### src/rtl/lsu_pkg.sv
package lsu_pkg;

    typedef enum logic [1:0] {
        ST_IDLE,
        ST_ISSUE,
        ST_RESP,
        ST_FAULT
    } lsu_state_e;

    localparam logic [1:0] SZ_BYTE = 2'd0;
    localparam logic [1:0] SZ_HALF = 2'd1;
    localparam logic [1:0] SZ_WORD = 2'd2;

endpackage

### src/rtl/lsu_addr_gen.sv
module lsu_addr_gen
    import lsu_pkg::*;
#(
    parameter int ADDR_W    = 32,
    parameter int IMM_W     = 8,
    parameter int LOW_IMM_W = 5
) (
    input  logic [ADDR_W-1:0] base_i,
    input  logic [IMM_W-1:0]  imm_i,
    input  logic [1:0]        size_i,
    input  logic              sp_base_i,
    output logic [ADDR_W-1:0] addr_o,
    output logic              illegal_o,
    output logic              misalign_o
);
    logic [ADDR_W-1:0] offset;

    always_comb begin
        offset    = '0;
        illegal_o = 1'b0;
        if (sp_base_i) begin
            offset    = ADDR_W'(imm_i) << 2;
            illegal_o = (size_i != SZ_WORD);
        end else begin
            offset    = ADDR_W'(imm_i[LOW_IMM_W-1:0]) << size_i;
            illegal_o = (imm_i[IMM_W-1:LOW_IMM_W] != '0) || (size_i == 2'd3);
        end
    end

    assign addr_o = base_i + offset;

    always_comb begin
        misalign_o = 1'b0;
        if (!illegal_o) begin
            unique case (size_i)
                SZ_HALF: misalign_o = addr_o[0];
                SZ_WORD: misalign_o = (addr_o[1:0] != 2'b00);
                default: misalign_o = 1'b0;
            endcase
        end
    end
endmodule

### src/rtl/lsu_store_lanes.sv
module lsu_store_lanes
    import lsu_pkg::*;
#(
    parameter int DATA_W = 32,
    localparam int LANES   = DATA_W / 8,
    localparam int LANE_AW = $clog2(LANES)
) (
    input  logic [1:0]         size_i,
    input  logic [LANE_AW-1:0] addr_lo_i,
    input  logic [DATA_W-1:0]  src_i,
    output logic [LANES-1:0]   be_o,
    output logic [DATA_W-1:0]  data_o
);
    for (genvar n = 0; n < LANES; n++) begin : g_lane
        always_comb begin
            unique case (size_i)
                SZ_BYTE: begin
                    be_o[n]          = (addr_lo_i == LANE_AW'(n));
                    data_o[8*n +: 8] = src_i[7:0];
                end
                SZ_HALF: begin
                    be_o[n]          = ((n / 2) == int'(addr_lo_i[LANE_AW-1:1]));
                    data_o[8*n +: 8] = src_i[8*(n%2) +: 8];
                end
                default: begin
                    be_o[n]          = 1'b1;
                    data_o[8*n +: 8] = src_i[8*n +: 8];
                end
            endcase
        end
    end
endmodule

### src/rtl/lsu_load_extract.sv
module lsu_load_extract
    import lsu_pkg::*;
#(
    parameter int DATA_W = 32,
    localparam int LANES   = DATA_W / 8,
    localparam int LANE_AW = $clog2(LANES)
) (
    input  logic [1:0]         size_i,
    input  logic [LANE_AW-1:0] addr_lo_i,
    input  logic [DATA_W-1:0]  word_i,
    output logic [DATA_W-1:0]  data_o
);
    logic [DATA_W-1:0] byte_sh;
    logic [DATA_W-1:0] half_sh;

    assign byte_sh = word_i >> {addr_lo_i, 3'b000};
    assign half_sh = word_i >> {addr_lo_i[LANE_AW-1:1], 4'b0000};

    always_comb begin
        unique case (size_i)
            SZ_BYTE: data_o = DATA_W'(byte_sh[7:0]);
            SZ_HALF: data_o = DATA_W'(half_sh[15:0]);
            default: data_o = word_i;
        endcase
    end
endmodule

### src/rtl/lsu_align_unit.sv
module lsu_align_unit
    import lsu_pkg::*;
#(
    parameter int ADDR_W    = 32,
    parameter int DATA_W    = 32,
    parameter int IMM_W     = 8,
    parameter int LOW_IMM_W = 5,
    parameter int RIDX_W    = 3,
    localparam int LANES    = DATA_W / 8,
    localparam int LANE_AW  = $clog2(LANES)
) (
    input  logic              clk,
    input  logic              rst_n,
    input  logic              req_valid_i,
    output logic              req_ready_o,
    input  logic              req_load_i,
    input  logic [1:0]        req_size_i,
    input  logic              req_sp_base_i,
    input  logic [IMM_W-1:0]  req_imm_i,
    input  logic [ADDR_W-1:0] req_base_i,
    input  logic [DATA_W-1:0] req_wdata_i,
    input  logic [RIDX_W-1:0] req_rd_i,
    output logic              mem_valid_o,
    input  logic              mem_ready_i,
    output logic              mem_we_o,
    output logic [ADDR_W-1:0] mem_addr_o,
    output logic [LANES-1:0]  mem_be_o,
    output logic [DATA_W-1:0] mem_wdata_o,
    input  logic [DATA_W-1:0] mem_rdata_i,
    output logic              res_valid_o,
    output logic [DATA_W-1:0] res_data_o,
    output logic [RIDX_W-1:0] res_rd_o,
    output logic              fault_misalign_o,
    output logic              fault_illegal_o
);
    lsu_state_e state_q, state_d;

    logic [ADDR_W-1:0] ag_addr;
    logic              ag_ill, ag_mis;
    logic [LANES-1:0]  sl_be;
    logic [DATA_W-1:0] sl_data;
    logic [DATA_W-1:0] lx_data;

    logic [ADDR_W-1:0] q_addr;
    logic [LANES-1:0]  q_be;
    logic [DATA_W-1:0] q_wdata;
    logic [1:0]        q_size;
    logic              q_load, q_mis, q_ill;
    logic [RIDX_W-1:0] q_rd;
    logic [DATA_W-1:0] q_res;

    logic accept, mem_fire;

    lsu_addr_gen #(
        .ADDR_W   (ADDR_W),
        .IMM_W    (IMM_W),
        .LOW_IMM_W(LOW_IMM_W)
    ) addr_gen_i (
        .base_i    (req_base_i),
        .imm_i     (req_imm_i),
        .size_i    (req_size_i),
        .sp_base_i (req_sp_base_i),
        .addr_o    (ag_addr),
        .illegal_o (ag_ill),
        .misalign_o(ag_mis)
    );

    lsu_store_lanes #(.DATA_W(DATA_W)) store_lanes_i (
        .size_i   (req_size_i),
        .addr_lo_i(ag_addr[LANE_AW-1:0]),
        .src_i    (req_wdata_i),
        .be_o     (sl_be),
        .data_o   (sl_data)
    );

    lsu_load_extract #(.DATA_W(DATA_W)) load_extract_i (
        .size_i   (q_size),
        .addr_lo_i(q_addr[LANE_AW-1:0]),
        .word_i   (mem_rdata_i),
        .data_o   (lx_data)
    );

    assign accept   = (state_q == ST_IDLE) && req_valid_i;
    assign mem_fire = (state_q == ST_ISSUE) && mem_ready_i;

    // next-state
    always_comb begin
        state_d = state_q;
        unique case (state_q)
            ST_IDLE:  if (accept) state_d = (ag_ill || ag_mis) ? ST_FAULT : ST_ISSUE;
            ST_ISSUE: if (mem_ready_i) state_d = q_load ? ST_RESP : ST_IDLE;
            ST_RESP:  state_d = ST_IDLE;
            ST_FAULT: state_d = ST_IDLE;
            default:  state_d = ST_IDLE;
        endcase
    end

    // state register
    always_ff @(posedge clk or negedge rst_n) begin
        if (!rst_n) state_q <= ST_IDLE;
        else        state_q <= state_d;
    end

    // access capture and load result
    always_ff @(posedge clk or negedge rst_n) begin
        if (!rst_n) begin
            q_addr  <= '0;
            q_be    <= '0;
            q_wdata <= '0;
            q_size  <= '0;
            q_load  <= 1'b0;
            q_mis   <= 1'b0;
            q_ill   <= 1'b0;
            q_rd    <= '0;
            q_res   <= '0;
        end else begin
            if (accept) begin
                q_addr  <= ag_addr;
                q_be    <= sl_be;
                q_wdata <= sl_data;
                q_size  <= req_size_i;
                q_load  <= req_load_i;
                q_mis   <= ag_mis;
                q_ill   <= ag_ill;
                q_rd    <= req_rd_i;
            end
            if (mem_fire && q_load) q_res <= lx_data;
        end
    end

    // outputs
    always_comb begin
        req_ready_o      = (state_q == ST_IDLE);
        mem_valid_o      = (state_q == ST_ISSUE);
        res_valid_o      = (state_q == ST_RESP);
        fault_misalign_o = (state_q == ST_FAULT) && q_mis;
        fault_illegal_o  = (state_q == ST_FAULT) && q_ill;
        mem_we_o         = mem_valid_o && !q_load;
        mem_addr_o       = q_addr;
        mem_be_o         = q_be;
        mem_wdata_o      = q_wdata;
        res_data_o       = q_res;
        res_rd_o         = q_rd;
    end
endmodule

### config.mk
export PLATFORM = sky130hd
export DESIGN_NAME = lsu_align_unit
export DESIGN_NICKNAME = d
export VERILOG_FILES = /design/src/rtl/lsu_pkg.sv /design/src/rtl/lsu_addr_gen.sv /design/src/rtl/lsu_store_lanes.sv /design/src/rtl/lsu_load_extract.sv /design/src/rtl/lsu_align_unit.sv
export SDC_FILE = /design/constraint.sdc
export NUM_CORES = 1
export LEC_CHECK = 0
export BUFFER_PORTS_ARGS = -buffer_cell sky130_fd_sc_hd__buf_2
export CAP_MARGIN = 10
export CORE_ASPECT_RATIO = 0.75
export CORE_MARGIN = 8
export CORE_UTILIZATION = 45
export CTS_CLUSTER_SIZE = 10
export DETAILED_ROUTE_END_ITERATION = 16
export GPL_ROUTABILITY_DRIVEN = 0
export PLACE_DENSITY_LB_ADDON = 0.25
export RECOVER_POWER = 50
export SLEW_MARGIN = 20
export SYNTH_ARGS = -nofsm -noshare
export SYNTH_HDL_FRONTEND = slang
export SYNTH_SLANG_ARGS = --single-unit
### constraint.sdc
create_clock -name clk -period 1.66 [get_ports clk]
set_input_delay 0.166 -clock clk [delete_from_list [all_inputs] [get_ports clk]]
set_output_delay 0.166 -clock clk [all_outputs]
set_load 0.1 [all_outputs]
==> metrics.md <==
| Metric | Value |
|---|---|
| Final cell count without fillers | 1,098 |
| Instance area after placement | 7900 µm² |
| Instance count of the mapped netlist | 653 |
| Avg Inst Size Synth | 9.12 µm² |
| Upper clock frequency limit | 0.439 GHz |
| Summed instance area of the synthesized netlist | 5960 µm² |
| CTS tree | done |
| Required time at the endpoint of the critical path | 1.90 ns |
| Fill cells | 1,073 |
| Maximum count of clock buffers along a single path | 2 |
| Number of cells after detailed placement | 1,069 |
| Max-capacitance violation count | 0 |
| Slack of the critical path | -0.619 ns |
| Async S/R FF share, synth | 100% |
| DRC errors left | 0 |
| Detailed-route wire length | 19.5 mm |
| Synth area leaders | sky130_fd_sc_hd__dfrtp_1, sky130_fd_sc_hd__nand2_1, sky130_fd_sc_hd__o21ai_0 |
| Die Span X | 149 µm |
| Depth of the CTS H-tree | 3 |
| Starting DRT DRC Count | 375 |
| Synth Flop Type | sky130_fd_sc_hd__dfrtp_1 |
| Maximum number of pins on one net before global-route repair | 66 |
| Crit Reg-Reg Endpoint | mem_be_o[0] |
| FF-to-FF Start | state_q[0] |
| Global-route wire length before repair | 30.3 mm |
| Net Count, Synth | 783 |
| Routed Antenna Nets | 0 |
| Post-synth cell types | 52 |
| Slew Viols, Final | 0 |
| Violated checks | negative setup slack |
| Routed len/inst | 17.8 µm |
| Antenna violations before repair | 0 |
| Number of CTS-inserted buffers | 9 |
| Hold violation count in the final report | 0 |
| # IOs | 224 |
| DPL Wire Length | 14.7 mm |
| Run status | finished with violations |
| Synthesis Warnings | 0 |
| Buffer cell driving the clock tree root | sky130_fd_sc_hd__clkbuf_16 |
| Class of the tightest hold or removal check | primary input to flop |
| Final-report setup violation count | 29 |
| Crit. End Element | flop |
| Vias post-DR | 5,928 |
| Share of the clock period used by the worst path | 137% |
| Clk Latency, worst-skew pair | 0.35 ns |
| Core area | 13,000 µm² |
| Tightest slew margin relative to the limit | 51.5% |
| Sequential area share after synthesis | 46.2% |
| Number of cells traversed by the worst register-to-register path | 6 |
| Count of input and output buffers | 223 |
| Number of global-route vias before repair | 6,042 |
| Nets@finish | 1,052 |
| RSZ-0062 raised after global routing | yes |
| GRT Util Overall | 21.8% |
| Post-synth top area share | 46.2% |
| Proportion of layout cells with a drive suffix above 1 | 42.3% |
| Iteration count of the initial detailed-routing pass | 10 |
| Top fanout value on the critical path | 5 |
| Standard-cell row count | 36 |
| Min cycle time layout | 2.28 ns |
| Startpoint types | primary input |
| Number of instances on the worst hold path | 2 |
| Start-to-end type of the worst setup path | primary input to flop |
| Relative area change from synthesis to final layout | 42.5% |
| Number of diodes | 0 |
| Post-synth EDFFs | 0 |
| Clock transition time at the flip-flop clock pins of the worst setup and hold paths | 0.07 ns |
| Final cell area excluding filler cells | 8490 µm² |
| Most area-hungry cell type in the Yosys netlist | sky130_fd_sc_hd__dfrtp_1 |
| Sink Count | 110 |
| Vertical die dimension | 116 µm |
| Total Die Area | 17,200 µm² |
| Initial Util | 45.9% |
| Actual transition at the worst max-transition pin | 0.728 ns |
| Worst clock skew on the final layout | 0.00724 ns |
| Hold path startpoint | mem_ready_i |
| Destination of the worst hold path | state_q[0] |
| Minimum setup slack among reg-to-reg paths | 0.15 ns |
| Gr ovfl total | 0 |
| Number of flip-flops and latches in the synthesized netlist | 110 |
| Critical path arrival | 2.52 ns |
| Per-cell via count in the routed design | 5.40 |
layout by cell type, fill, tap and decap left out, types with 8 or more instances in the layout:
cell type,n
sky130_fd_sc_hd__a222oi_1,8
sky130_fd_sc_hd__xnor2_1,22
sky130_fd_sc_hd__mux2i_1,19
sky130_fd_sc_hd__ha_1,12
sky130_fd_sc_hd__mux2_2,14
sky130_fd_sc_hd__nand2_1,143
sky130_fd_sc_hd__a22o_1,10
sky130_fd_sc_hd__dfrtp_1,108
sky130_fd_sc_hd__nor2_1,9
sky130_fd_sc_hd__clkbuf_16,10
sky130_fd_sc_hd__a21oi_2,10
sky130_fd_sc_hd__a22oi_1,10
sky130_fd_sc_hd__clkbuf_2,29
sky130_fd_sc_hd__buf_4,62
sky130_fd_sc_hd__a21oi_1,18
sky130_fd_sc_hd__o21ai_1,39
sky130_fd_sc_hd__inv_1,13
sky130_fd_sc_hd__buf_12,10
sky130_fd_sc_hd__o21ai_0,80
sky130_fd_sc_hd__buf_2,188
critical path, stage by stage:
cell and delay [ns]:
sky130_fd_sc_hd__buf_8 0.08, sky130_fd_sc_hd__clkinvlp_4 0.11, sky130_fd_sc_hd__buf_4 0.16, sky130_fd_sc_hd__buf_4 0.15, sky130_fd_sc_hd__and3_4 0.15, sky130_fd_sc_hd__ha_4 0.17, sky130_fd_sc_hd__fa_2 0.38, sky130_fd_sc_hd__a211oi_2 0.21
sky130_fd_sc_hd__nor2_2 0.08, sky130_fd_sc_hd__o2111ai_4 0.27, sky130_fd_sc_hd__buf_12 0.14, sky130_fd_sc_hd__clkbuf_16 0.13, sky130_fd_sc_hd__nand2_1 0.06, sky130_fd_sc_hd__xnor2_1 0.18, sky130_fd_sc_hd__o21ai_1 0.08
area by class of cell:
| class | count | area, µm² | area share, % |
|---|---|---|---|
| flip-flops and latches | 110 | 2760 | 32.5 |
| clock inverters | 5 | 63.8 | 0.751 |
| inverters | 15 | 65.1 | 0.766 |
| multi-input cells | 486 | 3260 | 38.4 |
| clock buffers | 11 | 253 | 2.98 |
| well taps | 171 | 214 | 2.52 |
| repair buffers | 300 | 1880 | 22.1 |
Yosys cell counts, drive strengths merged (3+ instances only):
cell and n:
nor2b 5, mux2 14, a22oi 11, nor4 4, and3 4, a21o 3
buf 8, nand4 7, ha 14, xnor2 24, clkbuf 35, dfrtp 110
and2 3, nor3 7, a22o 10, a21oi 29, xor2 5, mux2i 19
inv 15, nand2 145, a222oi 8, o21bai 3, nand3 8, nor2 14
a211oi 6, o21ai 121
per-layer routing:
metal | up-vias | GRT usage [%] | wire length (µm)
li1 | 2848 | - | -
met1 | 2809 | 27.0 | 8160
met2 | 244 | 36.1 | 9340
met3 | 27 | 6.87 | 1750
met4 | 0 | 6.17 | 272
met5 | - | 0 | 0
cell families after synthesis:
kind of cell               after synthesis  share of synthesized area [%]
buffers and inverters                   58                           3.80
adders and majority gates               15                           3.28
muxes                                   33                           5.84
xor gates and xnor gates                29                           4.26
and+or+nand+nor                        207                           16.8
DFF                                    110                           46.2
AOI/OAI and AO/OA                      201                           19.9
how the worst max path moves through the flow:
stage	from	to	cells past startpoint
floorplan	req_size_i[1]	mem_addr_o[29]	13
global placement	req_size_i[0]	mem_addr_o[21]	12
detailed placement	req_size_i[1]	mem_addr_o[21]	12
CTS	req_size_i[0]	mem_addr_o[21]	12
global route	req_size_i[0]	mem_addr_o[26]	15
finish	req_size_i[0]	mem_addr_o[10]	15
registers in the layout, summed over array words and instances, names as in the netlist:
signal       count
q_size           2
res_data_o      32
state_q          2
q_mis            1
mem_addr_o      32
q_ill            1
res_rd_o         3
q_load           1
mem_be_o         4
mem_wdata_o     32
repair_timing:
item,CTS,global route
cloned,1,1
gates resized for setup,17,26
setup buffers,3,9
hold buffers,1,0
setup endpoints to repair,28,38
hold endpoints to repair,27,0
pin swaps,18,40
per-stage QoR:
stage	worst slack, ns	TNS [ns]	util, %	hold WS, ns
after floorplan	-0.754	-21.88	-	-0.130
after global placement	-0.893	-22.75	60.9	0.123
after detailed placement	-0.975	-24.83	60.9	0.124
after CTS	-0.466	-9.67	64.3	0.0279
after global routing	-0.655	-15.14	65.5	0.0334
final	-0.619	-13.42	65.5	0.0368
Power is left out: the tool's default activity adds up to more than one toggle a clock period on the data nets, which glitch-free logic cannot reach.
